$ cat config.mk
export PLATFORM = sky130hd
export DESIGN_NAME = nfc_op_core
export DESIGN_NICKNAME = d
export VERILOG_FILES = /design/src/rtl/nfc_pkg.sv /design/src/rtl/nfc_regs.sv /design/src/rtl/nfc_seq.sv /design/src/rtl/nfc_ce_decode.sv /design/src/rtl/nfc_op_core.sv
export SDC_FILE = /design/constraint.sdc
export NUM_CORES = 1
export LEC_CHECK = 0
export BUFFER_PORTS_ARGS = -buffer_cell sky130_fd_sc_hd__buf_2
export CORE_AREA = 2 2 124 90
export CTS_BUF_LIST = sky130_fd_sc_hd__clkbuf_4 sky130_fd_sc_hd__clkbuf_8 sky130_fd_sc_hd__clkbuf_16
export CTS_CLUSTER_SIZE = 24
export DETAILED_ROUTE_END_ITERATION = 16
export DIE_AREA = 0 0 126 92
export HOLD_SLACK_MARGIN = 0.03
export PLACE_DENSITY_LB_ADDON = 0.12
export RECOVER_POWER = 100
export SLEW_MARGIN = 40
export SYNTH_ARGS = -nofsm -noshare
export SYNTH_HDL_FRONTEND = slang
export SYNTH_SLANG_ARGS = --single-unit
$ cat constraint.sdc
create_clock -name clk -period 1.8 [get_ports clk]
set_clock_uncertainty 0.1 [all_clocks]
set_input_delay 0.27 -clock clk [delete_from_list [all_inputs] [get_ports clk]]
set_output_delay 0.27 -clock clk [all_outputs]
set_load 0.01 [all_outputs]
$ cat src/rtl/nfc_pkg.sv
package nfc_pkg;
    localparam int OP_BITS  = 6;
    localparam int DONE_BIT = 15;
    localparam int MASK_BIT = 4;
    localparam int SRST_BIT = 6;
    localparam int CEEN_BIT = 7;
    localparam int SEL_LSB  = 5;

    localparam int REG_CMD   = 0;
    localparam int REG_ADDR  = 1;
    localparam int REG_OPCTL = 2;
    localparam int REG_CFG   = 3;
    localparam int REG_BANK  = 4;
    localparam int REG_RX    = 5;

    // value equals the start-bit position in the control register
    typedef enum logic [2:0] {
        OP_CMD  = 3'd0,
        OP_ADDR = 3'd1,
        OP_PROG = 3'd2,
        OP_READ = 3'd3,
        OP_ID   = 3'd4,
        OP_STAT = 3'd5
    } nfc_op_e;

    typedef enum logic [2:0] {
        ST_IDLE,
        ST_STRB_LO,
        ST_STRB_HI,
        ST_SETTLE,
        ST_WAIT_RDY
    } seq_state_e;
endpackage

$ cat src/rtl/nfc_regs.sv
module nfc_regs
    import nfc_pkg::*;
#(
    parameter int ADDR_W     = 3,
    parameter int CE_COUNT   = 4,
    parameter int RST_CYCLES = 4
) (
    input  logic                        clk,
    input  logic                        rst_n,
    input  logic                        wr_en,
    input  logic [ADDR_W-1:0]           addr,
    input  logic [15:0]                 wdata,
    output logic [15:0]                 rdata,
    input  logic                        seq_busy,
    input  logic                        seq_fin,
    input  logic                        cap_en,
    input  logic [7:0]                  cap_byte,
    output logic                        start_req,
    output nfc_op_e                     start_op,
    output logic [7:0]                  cmd_byte,
    output logic [7:0]                  addr_byte,
    output logic                        cfg_mask,
    output logic                        cfg_ceen,
    output logic [$clog2(CE_COUNT)-1:0] bank_sel,
    output logic                        srst_active,
    output logic                        done_flag
);
    localparam int SEL_W = $clog2(CE_COUNT);
    localparam int RST_W = $clog2(RST_CYCLES + 1);

    logic [15:0]        cmd_q, addr_q;
    logic [OP_BITS-1:0] opbits_q;
    logic               done_q, mask_q, ceen_q, srst_q;
    logic [SEL_W-1:0]   sel_q;
    logic [7:0]         rx_q;
    logic [RST_W-1:0]   rcnt_q;
    logic               wr_cmd, wr_addr, wr_op, wr_cfg, wr_bank;
    logic [2:0]         pick;

    always_comb begin
        wr_cmd  = wr_en && (addr == ADDR_W'(REG_CMD));
        wr_addr = wr_en && (addr == ADDR_W'(REG_ADDR));
        wr_op   = wr_en && (addr == ADDR_W'(REG_OPCTL));
        wr_cfg  = wr_en && (addr == ADDR_W'(REG_CFG));
        wr_bank = wr_en && (addr == ADDR_W'(REG_BANK));
    end

    // lowest set start bit wins: scan downward so the last hit is the lowest
    always_comb begin
        pick = '0;
        for (int i = OP_BITS - 1; i >= 0; i--) begin
            if (wdata[i]) pick = 3'(i);
        end
    end

    assign start_req = wr_op && (|wdata[OP_BITS-1:0]) && !seq_busy && !srst_q;
    assign start_op  = nfc_op_e'(pick);

    always_ff @(posedge clk) begin
        if (!rst_n) begin
            cmd_q    <= '0;
            addr_q   <= '0;
            opbits_q <= '0;
            done_q   <= 1'b0;
            mask_q   <= 1'b0;
            ceen_q   <= 1'b0;
            srst_q   <= 1'b0;
            sel_q    <= '0;
            rx_q     <= '0;
            rcnt_q   <= '0;
        end else begin
            if (wr_cmd)  cmd_q  <= wdata;
            if (wr_addr) addr_q <= wdata;
            if (wr_bank) sel_q  <= wdata[SEL_LSB +: SEL_W];
            if (wr_cfg) begin
                mask_q <= wdata[MASK_BIT];
                ceen_q <= wdata[CEEN_BIT];
            end
            if (cap_en) rx_q <= cap_byte;

            if (srst_q) begin
                if (rcnt_q == RST_W'(RST_CYCLES - 1)) srst_q <= 1'b0;
                else                                  rcnt_q <= rcnt_q + 1'b1;
            end else if (wr_cfg && wdata[SRST_BIT]) begin
                srst_q <= 1'b1;
                rcnt_q <= '0;
            end

            if (srst_q)         opbits_q <= '0;
            else if (start_req) opbits_q <= OP_BITS'(1) << pick;
            else if (seq_fin)   opbits_q <= '0;

            if (srst_q)                         done_q <= 1'b0;
            else if (seq_fin)                   done_q <= 1'b1;
            else if (wr_op && !wdata[DONE_BIT]) done_q <= 1'b0;
        end
    end

    always_comb begin
        rdata = '0;
        case (addr)
            ADDR_W'(REG_CMD):   rdata = cmd_q;
            ADDR_W'(REG_ADDR):  rdata = addr_q;
            ADDR_W'(REG_OPCTL): rdata = {done_q, {(15 - OP_BITS){1'b0}}, opbits_q};
            ADDR_W'(REG_CFG): begin
                rdata[MASK_BIT] = mask_q;
                rdata[SRST_BIT] = srst_q;
                rdata[CEEN_BIT] = ceen_q;
            end
            ADDR_W'(REG_BANK):  rdata[SEL_LSB +: SEL_W] = sel_q;
            ADDR_W'(REG_RX):    rdata = {8'h00, rx_q};
            default:            rdata = '0;
        endcase
    end

    assign cmd_byte    = cmd_q[7:0];
    assign addr_byte   = addr_q[7:0];
    assign cfg_mask    = mask_q;
    assign cfg_ceen    = ceen_q;
    assign bank_sel    = sel_q;
    assign srst_active = srst_q;
    assign done_flag   = done_q;
endmodule

$ cat src/rtl/nfc_seq.sv
module nfc_seq
    import nfc_pkg::*;
#(
    parameter int STROBE_LO  = 2,
    parameter int STROBE_HI  = 2,
    parameter int SETTLE_CYC = 2,
    parameter int PAGE_BEATS = 4,
    parameter int ID_BEATS   = 2
) (
    input  logic       clk,
    input  logic       rst_n,
    input  logic       abort,
    input  logic       start_req,
    input  nfc_op_e    start_op,
    input  logic [7:0] cmd_byte,
    input  logic [7:0] addr_byte,
    input  logic       rb_n,
    output logic       cle,
    output logic       ale,
    output logic       we_n,
    output logic       re_n,
    output logic [7:0] dq_out,
    output logic       dq_oe,
    output logic       busy,
    output logic       fin,
    output logic       cap_en
);
    localparam int MAX_BEATS = (PAGE_BEATS > ID_BEATS) ? PAGE_BEATS : ID_BEATS;
    localparam int BEAT_W    = $clog2(MAX_BEATS + 1);
    localparam int PH_A      = (STROBE_LO > STROBE_HI) ? STROBE_LO : STROBE_HI;
    localparam int MAX_PH    = (PH_A > SETTLE_CYC) ? PH_A : SETTLE_CYC;
    localparam int PH_W      = $clog2(MAX_PH + 1);

    seq_state_e        state_q;
    nfc_op_e           op_q;
    logic [BEAT_W-1:0] beat_q;
    logic [PH_W-1:0]   ph_q;
    logic              is_wr;

    function automatic logic [BEAT_W-1:0] last_beat(input nfc_op_e op);
        case (op)
            OP_PROG, OP_READ: return BEAT_W'(PAGE_BEATS - 1);
            OP_ID:            return BEAT_W'(ID_BEATS - 1);
            default:          return '0;
        endcase
    endfunction

    // state register and counters
    always_ff @(posedge clk) begin
        if (!rst_n) begin
            state_q <= ST_IDLE;
            op_q    <= OP_CMD;
            beat_q  <= '0;
            ph_q    <= '0;
        end else if (abort) begin
            state_q <= ST_IDLE;
            beat_q  <= '0;
            ph_q    <= '0;
        end else begin
            unique case (state_q)
                ST_IDLE: begin
                    if (start_req) begin
                        op_q    <= start_op;
                        beat_q  <= '0;
                        ph_q    <= '0;
                        state_q <= ST_STRB_LO;
                    end
                end
                ST_STRB_LO: begin
                    if (ph_q == PH_W'(STROBE_LO - 1)) begin
                        ph_q    <= '0;
                        state_q <= ST_STRB_HI;
                    end else begin
                        ph_q <= ph_q + 1'b1;
                    end
                end
                ST_STRB_HI: begin
                    if (ph_q == PH_W'(STROBE_HI - 1)) begin
                        ph_q <= '0;
                        if (beat_q == last_beat(op_q)) begin
                            state_q <= ST_SETTLE;
                        end else begin
                            beat_q  <= beat_q + 1'b1;
                            state_q <= ST_STRB_LO;
                        end
                    end else begin
                        ph_q <= ph_q + 1'b1;
                    end
                end
                ST_SETTLE: begin
                    if (ph_q == PH_W'(SETTLE_CYC - 1)) begin
                        ph_q    <= '0;
                        state_q <= ST_WAIT_RDY;
                    end else begin
                        ph_q <= ph_q + 1'b1;
                    end
                end
                ST_WAIT_RDY: begin
                    if (rb_n) state_q <= ST_IDLE;
                end
            endcase
        end
    end

    // pin and status outputs
    always_comb begin
        logic strobing;
        is_wr    = (op_q == OP_CMD) || (op_q == OP_ADDR) || (op_q == OP_PROG);
        strobing = (state_q == ST_STRB_LO) || (state_q == ST_STRB_HI);
        cle      = strobing && (op_q == OP_CMD);
        ale      = strobing && (op_q == OP_ADDR);
        we_n     = !((state_q == ST_STRB_LO) && is_wr);
        re_n     = !((state_q == ST_STRB_LO) && !is_wr);
        dq_oe    = strobing && is_wr;
        dq_out   = '0;
        if (dq_oe) begin
            case (op_q)
                OP_CMD:  dq_out = cmd_byte;
                OP_ADDR: dq_out = addr_byte;
                default: dq_out = 8'(beat_q);
            endcase
        end
        busy   = (state_q != ST_IDLE);
        fin    = (state_q == ST_WAIT_RDY) && rb_n && !abort;
        cap_en = (state_q == ST_STRB_LO) && !is_wr && (ph_q == PH_W'(STROBE_LO - 1));
    end
endmodule

$ cat src/rtl/nfc_ce_decode.sv
module nfc_ce_decode #(
    parameter int CE_COUNT = 4
) (
    input  logic                        ce_en,
    input  logic [$clog2(CE_COUNT)-1:0] sel,
    output logic [CE_COUNT-1:0]         ce_n
);
    localparam int SEL_W = $clog2(CE_COUNT);

    for (genvar k = 0; k < CE_COUNT; k++) begin : g_ce
        assign ce_n[k] = !(ce_en && (sel == SEL_W'(k)));
    end
endmodule

$ cat src/rtl/nfc_op_core.sv
module nfc_op_core
    import nfc_pkg::*;
#(
    parameter int ADDR_W     = 3,
    parameter int CE_COUNT   = 4,
    parameter int STROBE_LO  = 2,
    parameter int STROBE_HI  = 2,
    parameter int SETTLE_CYC = 2,
    parameter int PAGE_BEATS = 4,
    parameter int ID_BEATS   = 2,
    parameter int RST_CYCLES = 4
) (
    input  logic                clk,
    input  logic                rst_n,
    input  logic                reg_wr,
    input  logic [ADDR_W-1:0]   reg_addr,
    input  logic [15:0]         reg_wdata,
    output logic [15:0]         reg_rdata,
    output logic [7:0]          nf_dq_out,
    output logic                nf_dq_oe,
    input  logic [7:0]          nf_dq_in,
    output logic                nf_cle,
    output logic                nf_ale,
    output logic                nf_we_n,
    output logic                nf_re_n,
    output logic [CE_COUNT-1:0] nf_ce_n,
    input  logic                nf_rb_n,
    output logic                irq
);
    localparam int SEL_W = $clog2(CE_COUNT);

    logic             start_req, seq_busy, seq_fin, cap_en;
    nfc_op_e          start_op;
    logic [7:0]       cmd_byte, addr_byte;
    logic             cfg_mask, cfg_ceen, srst_active, done_flag;
    logic [SEL_W-1:0] bank_sel;

    nfc_regs #(
        .ADDR_W(ADDR_W), .CE_COUNT(CE_COUNT), .RST_CYCLES(RST_CYCLES)
    ) regs_i (
        .clk(clk), .rst_n(rst_n), .wr_en(reg_wr), .addr(reg_addr),
        .wdata(reg_wdata), .rdata(reg_rdata), .seq_busy(seq_busy),
        .seq_fin(seq_fin), .cap_en(cap_en), .cap_byte(nf_dq_in),
        .start_req(start_req), .start_op(start_op), .cmd_byte(cmd_byte),
        .addr_byte(addr_byte), .cfg_mask(cfg_mask), .cfg_ceen(cfg_ceen),
        .bank_sel(bank_sel), .srst_active(srst_active), .done_flag(done_flag)
    );

    nfc_seq #(
        .STROBE_LO(STROBE_LO), .STROBE_HI(STROBE_HI), .SETTLE_CYC(SETTLE_CYC),
        .PAGE_BEATS(PAGE_BEATS), .ID_BEATS(ID_BEATS)
    ) seq_i (
        .clk(clk), .rst_n(rst_n), .abort(srst_active), .start_req(start_req),
        .start_op(start_op), .cmd_byte(cmd_byte), .addr_byte(addr_byte),
        .rb_n(nf_rb_n), .cle(nf_cle), .ale(nf_ale), .we_n(nf_we_n),
        .re_n(nf_re_n), .dq_out(nf_dq_out), .dq_oe(nf_dq_oe),
        .busy(seq_busy), .fin(seq_fin), .cap_en(cap_en)
    );

    nfc_ce_decode #(.CE_COUNT(CE_COUNT)) ce_i (
        .ce_en(cfg_ceen), .sel(bank_sel), .ce_n(nf_ce_n)
    );

    assign irq = done_flag && !cfg_mask;
endmodule

Word level (Yosys, flattened, before mapping)
Cells that the tools add are included.
{"block": "word_totals", "ff_bits": 66, "inputBits": 31, "output_inout_bits": 34, "wordCells": 145}
{"block": "op_classes", "addsub": 3, "eq_ne": 26, "n_shift": 1, "n_mux": 43, "n_bitwise": 2, "reduce_logical": 56}
{"cell": "2-to-1 mux 3 bit", "n": 21}
{"cell": "case mux 8 bit (3 select lines)", "n": 1}
{"cell": "logical AND 1 bit", "n": 23}
{"cell": "== test 3 x 2 -> 1 bit, second input constant", "n": 7}
{"cell": "case mux 4 bit (4 select lines)", "n": 1}
{"cell": "case mux 8 bit (2 select lines)", "n": 1}
{"cell": "case mux 1 bit (5 select lines)", "n": 3}
{"cell": "case mux 3 bit (5 select lines)", "n": 1}
{"cell": "== test 3 bit, second input constant", "n": 4}
{"cell": "2-to-1 mux 6 bit", "n": 2}
{"cell": "zero test 1 bit", "n": 11}
{"cell": "nonzero test 2 bit", "n": 5}
{"cell": "== test 3 x 1 -> 1 bit, second input constant", "n": 3}
{"cell": "zero test 3 bit", "n": 3}
{"cell": "2-to-1 mux 8 bit", "n": 1}
{"cell": "inequality test 2 bit, second input constant", "n": 4}
{"cell": "case mux 2 bit (2 select lines)", "n": 2}
{"cell": "adder 3 x 1 -> 3 bit, second input constant", "n": 2}
{"cell": "2-to-1 mux 2 bit", "n": 3}
{"cell": "inequality test 2 x 1 -> 1 bit, second input constant", "n": 3}
{"cell": "case mux 3 bit (2 select lines)", "n": 1}
{"cell": "OR reduction 6 bit", "n": 1}
{"cell": "<< shifter 1 x 3 -> 6 bit, first input constant", "n": 1}
{"cell": "2-to-1 mux 1 bit", "n": 5}
{"cell": "other kinds (15)", "n": 22}

Logic depth before layout (Yosys ltp)
Gate-level depths: netlist (run 1).
{"block": "depth", "depth_word": 11, "mapped_depth": 7, "ltp_nobuf": 6}

Cells and area by module
A second synthesis (run 1) with hierarchy kept.
{"block": "hier_totals", "hier_cells": 448, "area_unflattened_um2": 3598.5}
{"mod": "nfc_regs", "instances": 1, "cells_each": 320, "area_per_inst_um2": 2630.0, "seq_area_each_um2": 1101.1}
{"mod": "nfc_seq", "instances": 1, "cells_each": 123, "area_per_inst_um2": 925.9, "seq_area_each_um2": 220.2}
{"mod": "nfc_ce_decode", "instances": 1, "cells_each": 4, "area_per_inst_um2": 28.8, "seq_area_each_um2": 0.0}
{"mod": "nfc_op_core", "instances": 1, "cells_each": 1, "area_per_inst_um2": 13.8, "seq_area_each_um2": 0.0}

Least setup slack after synthesis (run 1)
Ideal clock, no wire load.
{"block": "synth_timing", "kind": "register -> output", "startpoint": "register seq_i.op_q[1]", "endpoint": "output nf_dq_out[3]", "t_arrival_ns": 1.470, "required_ns": 1.430, "setup_slack_ns": -0.040, "path_stages_with_launch": 7, "n_path_buf": 1, "cell_sequence": "dfxtp_1 clkbuf_2 a21o_1 or3_1 inv_1 nand2_1 nor2_1"}
{"block": "synth_between", "elab_chain_len": 5, "word_cells_on_any_way": 8, "cone_classes": "eq/ne (2); mux (2); reduce/logical (4)"}
{"item": "start: declaration", "line_no": "nfc_seq.sv:35", "rtl": "nfc_op_e op_q;"}
{"item": "start signal: assignment", "line_no": "nfc_seq.sv:63", "rtl": "op_q <= start_op;"}
{"item": "== test 3 x 1 -> 1 bit / zero test 3 bit (equally long branches)", "line_no": "nfc_seq.sv:108", "rtl": "is_wr = (op_q == OP_CMD) || (op_q == OP_ADDR) || (op_q == OP_PROG);"}
{"item": "logical OR 1 bit", "line_no": "nfc_seq.sv:108"}
{"item": "logical OR 1 bit (*)", "line_no": "nfc_seq.sv:108"}
{"item": "logical AND 1 bit (*)", "line_no": "nfc_seq.sv:114", "rtl": "dq_oe = strobing && is_wr;"}
{"item": "net nf_dq_oe", "line_no": "nfc_op_core.sv:20", "rtl": "output logic nf_dq_oe,"}
{"item": "2-to-1 mux 8 bit (*)", "line_no": "nfc_seq.sv:116", "rtl": "if (dq_oe) begin"}
{"item": "end: declaration", "line_no": "nfc_op_core.sv:19", "rtl": "output logic [7:0] nf_dq_out,"}
Mark *: on every way through the listed nets, which the timed path passes. The rest lies on a longest branch.

Worst setup path after layout (run 1)
{"block": "layout_timing", "startpoint": "register seq_i.op_q[1]", "endpoint": "output nf_ale"}
{"block": "layout_between", "elab_chain_len": 2}
{"item": "== test 3 x 1 -> 1 bit", "line_no": "nfc_seq.sv:111", "rtl": "ale = strobing && (op_q == OP_ADDR);"}
{"item": "logical AND 1 bit", "line_no": "nfc_seq.sv:111"}
{"item": "end: declaration", "line_no": "nfc_op_core.sv:23", "rtl": "output logic nf_ale,"}
No other way between the ends.

==> impl_metrics.yaml, run 1 <==
global_route:
  grt_pass1_wl_mm: 16.3
  grt_max_degree: 33
  antenna_found_initial: 0
  grt_overflow: 0
  grtUsageTotal: 0.180
  grt_pass1_vias: 3065
floorplanning:
  io_pins: 65
  core_mm2: 0.0106
  die_y_um: 92
  dieArea_mm2: 0.0116
  rows: 32
  start_util: 0.335
  die_w_um: 126
setup_path:
  path_cells: "a21o_1, or3_4, inv_4, buf_4, and3_1, buf_2"
  crit_arrival_ns: 1.63
  r2r-end: "seq_i.state_q[0]$_SDFFE_PP0P_"
  critical_path_class: "reg2out"
  crit_path_end_kind: "output port"
  timing.rr.start: "seq_i.state_q[0]$_SDFFE_PP0P_"
  slowest_stage: "or3_4"
  cp_data_required_time_ns: 1.43
  reg2reg_slack_ns: -0.05
  worst_path_largest_cell_delay_ns: 0.36
  path_max_fanout: 2
  worst_path_dominant_cell_family: "simple AND/OR/NAND/NOR gates"
  worstSetupStartpointType: "flop"
  crit_buf_inv: 3
  ff2ff_path_depth: 4
synth:
  synth_common_cells: "nand2_1 (77), dfxtp_1 (66), mux2i_1 (39)"
  synth_cell_types: 60
  syn_inst: 417
  synth-main-ff-cell: "dfxtp_1"
  synth_edf_count: 0
  synth-async-reset-ratio: 0
  syn_area_per_cell_um2: 8.49
  synth_top_area_share: 0.373
  yosysMostFrequentCell: "nand2_1"
  yosys_warnings: 0
  syn_area_mm2: 0.00354
  synth_seq_cells: 66
  yosysTopAreaCell: "dfxtp_1"
  synth_fp_nets: 451
  ys_seq_area_frac: 0.373
  yosys-top-cells-area: "dfxtp_1 (37%), mux2i_1 (11%), nand2_1 (8.2%)"
pwr:
  power_density_mw_per_mm2: 753
  finalPower_w: 0.00345
  peakVddDrop_v: 0.000534
  leakage_nw: 1.85
cells_and_area:
  fillerInstances: 1102
  finish.net_count: 541
  multi_input_comb_area_mm2: 0.00210
  post-route-util: 0.433
  num_antenna_cells: 0
  ff_latch_area_mm2: 0.00133
  syn_to_final_growth_pct: 29.2
  drive_gt1_frac: 0.292
  final_cells: 647
sta:
  finalMaxSlewViolations: 0
  tightest_slew_ns: 0.670
  fin_ws_ns: -0.203
  finalSetupViolations: 19
  post-route-min-period_ns: 2.00
  grt_setup_unrepaired: "true"
  setup_tns_ns: -2.30
  relSlewSlack: 0.554
  finalHoldViolCount: 0
  finalCritPeriodShare: 1.11
  max_freq_mhz: 499
clocking:
  cts_buffer_depth: 2
  tritoncts: "built"
  cts_buffers: 9
  cts_root_buf: "clkbuf_16"
  path_clk_slew_ns: 0.06
  hold_buffers: 0
  clk_latency_ns: 0.33
  cts.sinks: 66
  cts_htree_levels: 3
detailed_routing:
  num_vias: 3235
  drc: 0
  drt-initial-drc-count: 190
  dr_wl_met2_mm: 4.32
  topRoutingLayerUsed: "met4"
  final_antenna_net_count: 0
  wl_met1_mm: 5.34
  route.final.wire_length_mm: 10.2
  drt_pass1_iterations: 6
  viasPerCell: 5.00
  wl_met3_um: 460
  routedWlPerCell_um: 15.8
hold_path:
  hold_end: "regs_i.addr_q[10]$_SDFFE_PN0P_"
  min_from: "reg_wdata[10]"
  hold_path_class: "in2reg"
  hold_depth: 3
run:
  maxCapViolations: 0
placement:
  dp_cells: 631
  io_buffer_count: 64
  gp_congestion: 0.775
  hpwl_mm: 7.58
run_status:
  violations: "negative setup slack"
  status: "finished, violations left"
[flip-flops by register name, summed over array words and instances, names as in the netlist]
| register | count |
|---|---|
| regs_i.rx_q | 8 |
| regs_i.cmd_q | 16 |
| regs_i.cfg_ceen | 1 |
| regs_i.done_flag | 1 |
| regs_i.srst_active | 1 |
| regs_i.addr_q | 16 |
| seq_i.state_q | 3 |
| regs_i.rcnt_q | 3 |
| seq_i.beat_q | 3 |
| seq_i.op_q | 3 |
| regs_i.bank_sel | 2 |
| seq_i.ph_q | 2 |
| regs_i.opbits_q | 6 |
| regs_i.cfg_mask | 1 |
[how the worst max path moves through the flow]
stage / from / cells past startpoint / end / slack, ns
after floorplan: seq_i.op_q[1]$_SDFFE_PN0P_ / 6 / nf_dq_out[3] / 0.02
after global placement: reg_wdata[0] / 6 / seq_i.beat_q[2]$_SDFFE_PP0P_ / -0.04
after detailed placement: reg_wdata[0] / 6 / seq_i.beat_q[2]$_SDFFE_PP0P_ / -0.06
after CTS: seq_i.state_q[0]$_SDFFE_PP0P_ / 6 / nf_ale / -0.22
after global routing: seq_i.op_q[1]$_SDFFE_PN0P_ / 5 / nf_dq_out[0] / -0.29
final: seq_i.op_q[1]$_SDFFE_PN0P_ / 6 / nf_ale / -0.20
[routing by layer]
layer,vias to the layer above,GRT usage
li1,1641,-
met1,1506,0.260
met2,77,0.266
met3,11,0.0478
met4,0,0.0476
met5,-,0
[tightest hold or removal path: cells and delay by family]
kind / cells / cell delay [ns]
AO/OA/AOI/OAI: 1 / 0.06
AND/OR/NAND/NOR: 1 / 0.04
buffers and inverters: 1 / 0.10
[cells in the final DEF, fill, tap and decap left out, drive strengths merged, types with 4 or more instances in the layout]
| cell | Yosys | final |
|---|---|---|
| a21oi | 12 | 12 |
| a211oi | 4 | 4 |
| nor2b | 21 | 21 |
| and3 | 6 | 6 |
| nor2 | 30 | 30 |
| nand2b | 5 | 5 |
| inv | 11 | 11 |
| or3 | 4 | 4 |
| nand2 | 77 | 77 |
| nand3 | 13 | 13 |
| a21boi | 35 | 35 |
| o21ai | 6 | 6 |
| nor3 | 4 | 4 |
| dfxtp | 66 | 66 |
| mux2i | 39 | 39 |
| clkbuf | 15 | 31 |
| o22ai | 4 | 4 |
| buf | 12 | 87 |
[layout make-up]
type / count / area share
clock buffer: 12 / 0.0569
clock inverter: 3 / 0.00328
inverter: 11 / 0.00958
multi-input combinational: 313 / 0.459
sequential: 66 / 0.291
tap: 136 / 0.0372
timing repair buffer: 106 / 0.143
[metrics by stage]
stage	setup slack, ns	cell area (um2)	hold slack (ns)
after global routing	-0.290	4570	0.102
final	-0.203	4570	0.102
after floorplan	0.0201	3560	0.301
after CTS	-0.219	4570	0.0925
after detailed placement	-0.0569	4210	0.346
after global placement	-0.0418	4210	0.340
[cell families after synthesis]
logic type | after synthesis | share of synthesized area
adder cells (fa/ha/maj) | 3 | 0.0106
multiplexers | 42 | 0.123
AO/OA/AOI/OAI | 84 | 0.176
buffers and inverters | 38 | 0.0565
flip-flops | 66 | 0.373
AND/OR/NAND/NOR | 183 | 0.258
XOR/XNOR | 1 | 0.00247
[power by group]
part	leakage [nW]	switching [W]	internal [W]	total, W
Combinational	1.17	0.000179	0.000139	0.000318
Sequential	0.536	0.0000174	0.00148	0.00150
Clock	0.142	0.000620	0.00101	0.00163
Total	1.85	0.000816	0.00263	0.00345
[timing repair]
| action | 4_1_cts | 5_1_grt |
|---|---|---|
| pin swaps | 5 | 5 |
| endpoints found under the setup margin | 11 | 17 |
| gates resized for setup | 18 | 16 |
| setup buffers | 1 | 0 |
Power figures use the tool's default switching activity.
==> run 2, diff against run 1 <==
RECOVER_POWER = 25   (was 100)
==> run 2 against run 1 <==
The flow still finishes with violations (negative setup slack). Routed wire length grew 0.65%. Combinational power grew 2%. Sequential power is essentially flat. Clock power is essentially flat. Die area is the same. Non-clock buffer count is the same. Flip-flop and latch count is the same. Power grew 0.12%. Core utilization grew 0.30 points. Global-route usage is the same. Clock-buffer cell count is the same.
==> impl_metrics.yaml, run 2 (synthesis gave the netlist of run 1 again) <==
global_route:
  grt_overflow: 0
  antenna_found_initial: 0
  grtUsageTotal: 0.180
  grt_max_degree: 33
  grt_pass1_vias: 3065
  grt_pass1_wl_mm: 16.3
cells_and_area:
  final_cells: 647
  num_antenna_cells: 0
  mostFrequentLayoutCells: "nand2_1 (76), dfxtp_1 (60), buf_2 (58), mux2i_1 (39), buf_4 (35)"
  drive_gt1_frac: 0.305
  post-route-util: 0.436
  finish.net_count: 541
  fillerInstances: 1096
  syn_to_final_growth_pct: 30.0
  design_area_mm2: 0.00460
  final_common_cell: "nand2_1"
  reg.largest.list: "regs_i.addr_q x16, regs_i.cmd_q x16, regs_i.rx_q x8"
detailed_routing:
  drt-initial-drc-count: 205
  drc: 0
  route.final.wire_length_mm: 10.3
  num_vias: 3244
  drt_pass1_iterations: 6
  viasPerCell: 5.01
  final_antenna_net_count: 0
  routedWlPerCell_um: 15.9
sta:
  setup_tns_ns: -2.35
  finalCritPeriodShare: 1.11
  tightest_slew_ns: 0.648
  fin_ws_ns: -0.203
  finalHoldViolCount: 0
  relSlewSlack: 0.568
  finalSetupViolations: 19
  grt_setup_unrepaired: "true"
  max_freq_mhz: 499
  finalMaxSlewViolations: 0
  post-route-min-period_ns: 2.00
setup_path:
  cp_data_required_time_ns: 1.43
  setup.worst_path.start: "seq_i.op_q[1]$_SDFFE_PN0P_"
  critical_path_class: "reg2out"
  path_max_fanout: 2
  reg2reg_slack_ns: -0.04
  crit_arrival_ns: 1.63
  crit_path_end_kind: "output port"
  timing.rr.start: "seq_i.state_q[0]$_SDFFE_PP0P_"
  worstSetupStartpointType: "flop"
clocking:
  path_clk_slew_ns: 0.05
  cts.sinks: 66
  cts_root_buf: "clkbuf_16"
  cts_buffer_depth: 2
  cts_buffers: 9
  hold_buffers: 0
  tritoncts: "built"
  clk_latency_ns: 0.33
  cts_htree_levels: 3
floorplanning:
  dieArea_mm2: 0.0116
  die_y_um: 92
  die_w_um: 126
  io_pins: 65
  rows: 32
  start_util: 0.335
  core_mm2: 0.0106
run:
  maxCapViolations: 0
run_status:
  status: "finished, violations left"
  violations: "negative setup slack"
placement:
  gp_congestion: 0.775
  io_buffer_count: 64
  placedInstanceArea_mm2: 0.00421
  hpwl_mm: 7.58
  dp_cells: 631
pwr:
  peakVddDrop_v: 0.000534
  leakage_nw: 1.87
  power_density_mw_per_mm2: 749
hold_path:
  hold_path_class: "in2reg"
  min_from: "reg_wdata[12]"
-- run 2: cell count changes in the layout (fill, tap and decap cells not counted), moves of 6 or more --
| cell | previous run | this run |
|---|---|---|
| clkbuf_1 | 10 | 4 |
| clkbuf_2 | 7 | 1 |
| buf_4 | 28 | 35 |
| buf_2 | 51 | 58 |
-- run 2: timing repair --
item / CTS / global route
resized for setup: 18 / 16
pin swaps: 5 / 5
setup buffers: 1 / 0
setup endpoints to repair: 11 / 17
-- run 2: final timing paths --
kind	endpoint	depth (start not counted)
setup / recovery	nf_ale	6
hold / removal	regs_i.addr_q[12]$_SDFFE_PN0P_	3
setup reg to reg	seq_i.state_q[0]$_SDFFE_PP0P_	4
hold reg to reg	seq_i.ph_q[1]$_SDFFE_PP0P_	2
-- run 2: per-stage QoR --
stage	power (W)	hold slack (ns)	setup slack [ns]
6_report	0.00345	0.101	-0.203
3_5_place_dp	0.00184	0.346	-0.0569
3_3_place_gp	0.00184	0.340	-0.0418
2_1_floorplan	0.00170	0.301	0.0201
5_1_grt	0.00360	0.102	-0.290
4_1_cts	0.00349	0.0925	-0.219
-- run 2: layout make-up --
cell class	instances	area (um2)	share of cell area
Clock buffer	12	260	0.0565
Clock inverter	3	15.0	0.00326
Inverter	11	43.8	0.00951
Multi-Input combinational cell	313	2110	0.459
Sequential cell	66	1330	0.289
Tap cell	136	170	0.0370
Timing Repair Buffer	106	672	0.146
-- run 2: worst max-delay path, stage by stage, from the launching register on --
cell and delay, ns:
dfxtp_1 0.30, a21o_1 0.18, or3_4 0.36, inv_4 0.09, buf_4 0.11, and3_1 0.14, buf_2 0.12
-- run 2: layer usage --
| metal | routed length (um) | up-vias | global-route usage |
|---|---|---|---|
| met5 | 0 | - | 0 |
| met4 | 103 | 0 | 0.0476 |
| met3 | 435 | 9 | 0.0478 |
| met2 | 4320 | 72 | 0.266 |
| met1 | 5430 | 1520 | 0.260 |
| li1 | - | 1643 | - |
-- run 2: where the power goes --
| part | leakage [nW] | internal (W) | switching [W] | total (W) |
|---|---|---|---|---|
| Combinational | 1.19 | 0.000142 | 0.000181 | 0.000323 |
| Clock | 0.142 | 0.00101 | 0.000619 | 0.00163 |
| Sequential | 0.536 | 0.00148 | 0.0000174 | 0.00150 |
==> run 3, diff against run 2 <==
CELL_PAD_IN_SITES_DETAIL_PLACEMENT = 0   (was unset)
CELL_PAD_IN_SITES_GLOBAL_PLACEMENT = 1   (was unset)
==> run 3 against run 2 <==
The flow still finishes with violations (negative setup slack). Die area is the same. Worst setup slack lost 0.036 ns. Critical path depth is the same. Sequential power is essentially flat. Global-route usage grew 0.33 points. Via count grew 0.12%. Design area grew 0.57%. Cell count grew 0.15%. Combinational power is essentially flat. Register-to-register slack gained 0.04 ns. Non-clock buffer count grew 1. Fmax shrank 1.8%.
==> impl_metrics.yaml, run 3 (synthesis gave the netlist of run 1 again) <==
run_status:
  status: "finished, violations left"
  violations: "negative setup slack"
detailed_routing:
  viasPerCell: 5.01
  final_antenna_net_count: 0
  drt_pass1_iterations: 5
  routedWlPerCell_um: 16.0
  num_vias: 3248
  drc: 0
  drt-initial-drc-count: 219
  route.final.wire_length_mm: 10.3
sta:
  setup_tns_ns: -3.57
  finalCritPeriodShare: 1.13
  tightest_slew_ns: 0.626
  relSlewSlack: 0.583
  fin_ws_ns: -0.239
  hold_ws_ns: 0.0929
  finalMaxSlewViolations: 0
  grt_setup_unrepaired: "true"
  finalHoldViolCount: 0
  max_freq_mhz: 490
  finalSetupViolations: 19
  post-route-min-period_ns: 2.04
pwr:
  p_int_w: 0.00272
  clkPwrFrac: 0.487
  peakVddDrop_v: 0.000387
  leakage_nw: 1.88
  power_density_mw_per_mm2: 768
  power_frac_seq: 0.422
  combPwrFrac: 0.091
  switching_share: 0.235
  p_sw_w: 0.000835
setup_path:
  critical_path_class: "reg2out"
  reg2reg_slack_ns: 0
  worstSetupStartpointType: "flop"
  cp_data_required_time_ns: 1.43
  r2r-end: "seq_i.state_q[1]$_SDFFE_PP0P_"
  timing.rr.start: "seq_i.op_q[0]$_SDFFE_PN0P_"
  ff2ff_path_depth: 6
  worstSetupEndpoint: "nf_ale"
  path_max_fanout: 2
  setup.worst_path.start: "seq_i.op_q[0]$_SDFFE_PN0P_"
  crit_arrival_ns: 1.67
  crit_path_end_kind: "output port"
floorplanning:
  die_w_um: 126
  die_y_um: 92
  core_mm2: 0.0106
  rows: 32
  dieArea_mm2: 0.0116
  io_pins: 65
  start_util: 0.335
clocking:
  cts_buffer_depth: 2
  clk_latency_ns: 0.33
  cts_root_buf: "clkbuf_16"
  hold_buffers: 0
  cts_buffers: 9
  path_clk_slew_ns: 0.06
  tritoncts: "built"
  cts_htree_levels: 3
  cts.sinks: 66
cells_and_area:
  design_area_mm2: 0.00463
  num_antenna_cells: 0
  drive_gt1_frac: 0.305
  mostFrequentLayoutCells: "nand2_1 (76), dfxtp_1 (63), buf_2 (57), mux2i_1 (39), buf_4 (34)"
  final_cells: 648
  reg.largest.list: "regs_i.addr_q x16, regs_i.cmd_q x16, regs_i.rx_q x8"
  syn_to_final_growth_pct: 30.8
  final_common_cell: "nand2_1"
  post-route-util: 0.438
  finish.net_count: 542
global_route:
  grt_overflow: 0
  grt_pass1_vias: 3073
  grt_pass1_wl_mm: 16.5
  antenna_found_initial: 0
  grt_max_degree: 52
  grtUsageTotal: 0.184
placement:
  io_buffer_count: 64
  placedInstanceArea_mm2: 0.00421
  gp_congestion: 0.792
  dp_cells: 629
  hpwl_mm: 7.58
hold_path:
  hold_path_class: "in2reg"
run:
  maxCapViolations: 0
-- run 3: cell count changes in the layout (fill, tap and decap cells not counted), moves of 2 or more --
cell,change
buf_6,+4
clkinvlp_4,+2
dfxtp_1,+3
dfxtp_2,-3
-- run 3: critical path: stages (launching register included) --
cell     delay (ns)
dfxtp_2        0.32
a21o_1         0.19
or3_4          0.37
inv_4          0.10
buf_6          0.10
and3_4         0.17
buf_6          0.09
-- run 3: through the flow --
| stage | worst slack (ns) | power, W |
|---|---|---|
| global route | -0.291 | 0.00371 |
| global placement | -0.0585 | 0.00185 |
| floorplan | 0.0201 | 0.00170 |
| finish | -0.239 | 0.00356 |
| CTS | -0.220 | 0.00360 |
| detailed placement | -0.0474 | 0.00185 |
-- run 3: layout make-up --
class / instances / area, um2
well taps: 136 / 170
repair buffers: 107 / 686
inverters: 11 / 43.8
fillers: 1065 / 5940
clock buffers: 10 / 239
flip-flops and latches: 66 / 1330
clock inverters: 5 / 55.1
multi-input cells: 313 / 2110
-- run 3: worst min-delay path by stage --
stage / end / slack, ns / cells past startpoint / start
after floorplan: regs_i.opbits_q[0]$_SDFFE_PP0P_ / 0.30 / 1 / reg_wdata[0]
after global placement: seq_i.ph_q[1]$_SDFFE_PP0P_ / 0.34 / 2 / seq_i.ph_q[1]$_SDFFE_PP0P_
after detailed placement: seq_i.ph_q[1]$_SDFFE_PP0P_ / 0.35 / 2 / seq_i.ph_q[1]$_SDFFE_PP0P_
after CTS: regs_i.rx_q[3]$_SDFFE_PN0P_ / 0.08 / 3 / nf_dq_in[3]
after global routing: regs_i.addr_q[14]$_SDFFE_PN0P_ / 0.09 / 3 / reg_wdata[14]
final: regs_i.rx_q[3]$_SDFFE_PN0P_ / 0.09 / 3 / nf_dq_in[3]
-- run 3: timing repair --
action,in CTS,in global routing
endpoints found under the setup margin,12,16
pin swaps,9,1
buffers inserted,2,2
resized for setup,16,17
-- run 3: per-layer routing --
| layer | vias to the layer above | track usage | wire length (um) |
|---|---|---|---|
| li1 | 1648 | - | - |
| met4 | 0 | 0.0549 | 95 |
| met2 | 71 | 0.268 | 4350 |
| met3 | 7 | 0.0449 | 462 |
| met1 | 1522 | 0.267 | 5440 |
| met5 | - | 0 | 0 |
-- run 3: power by group through the flow --
stage               combinational (W)  sequential, W  clock [W]
floorplan                    0.000172        0.00153          0
global placement             0.000314        0.00153          0
detailed placement           0.000314        0.00153          0
CTS                          0.000324        0.00150    0.00177
global route                 0.000351        0.00150    0.00186
finish                       0.000323        0.00150    0.00173
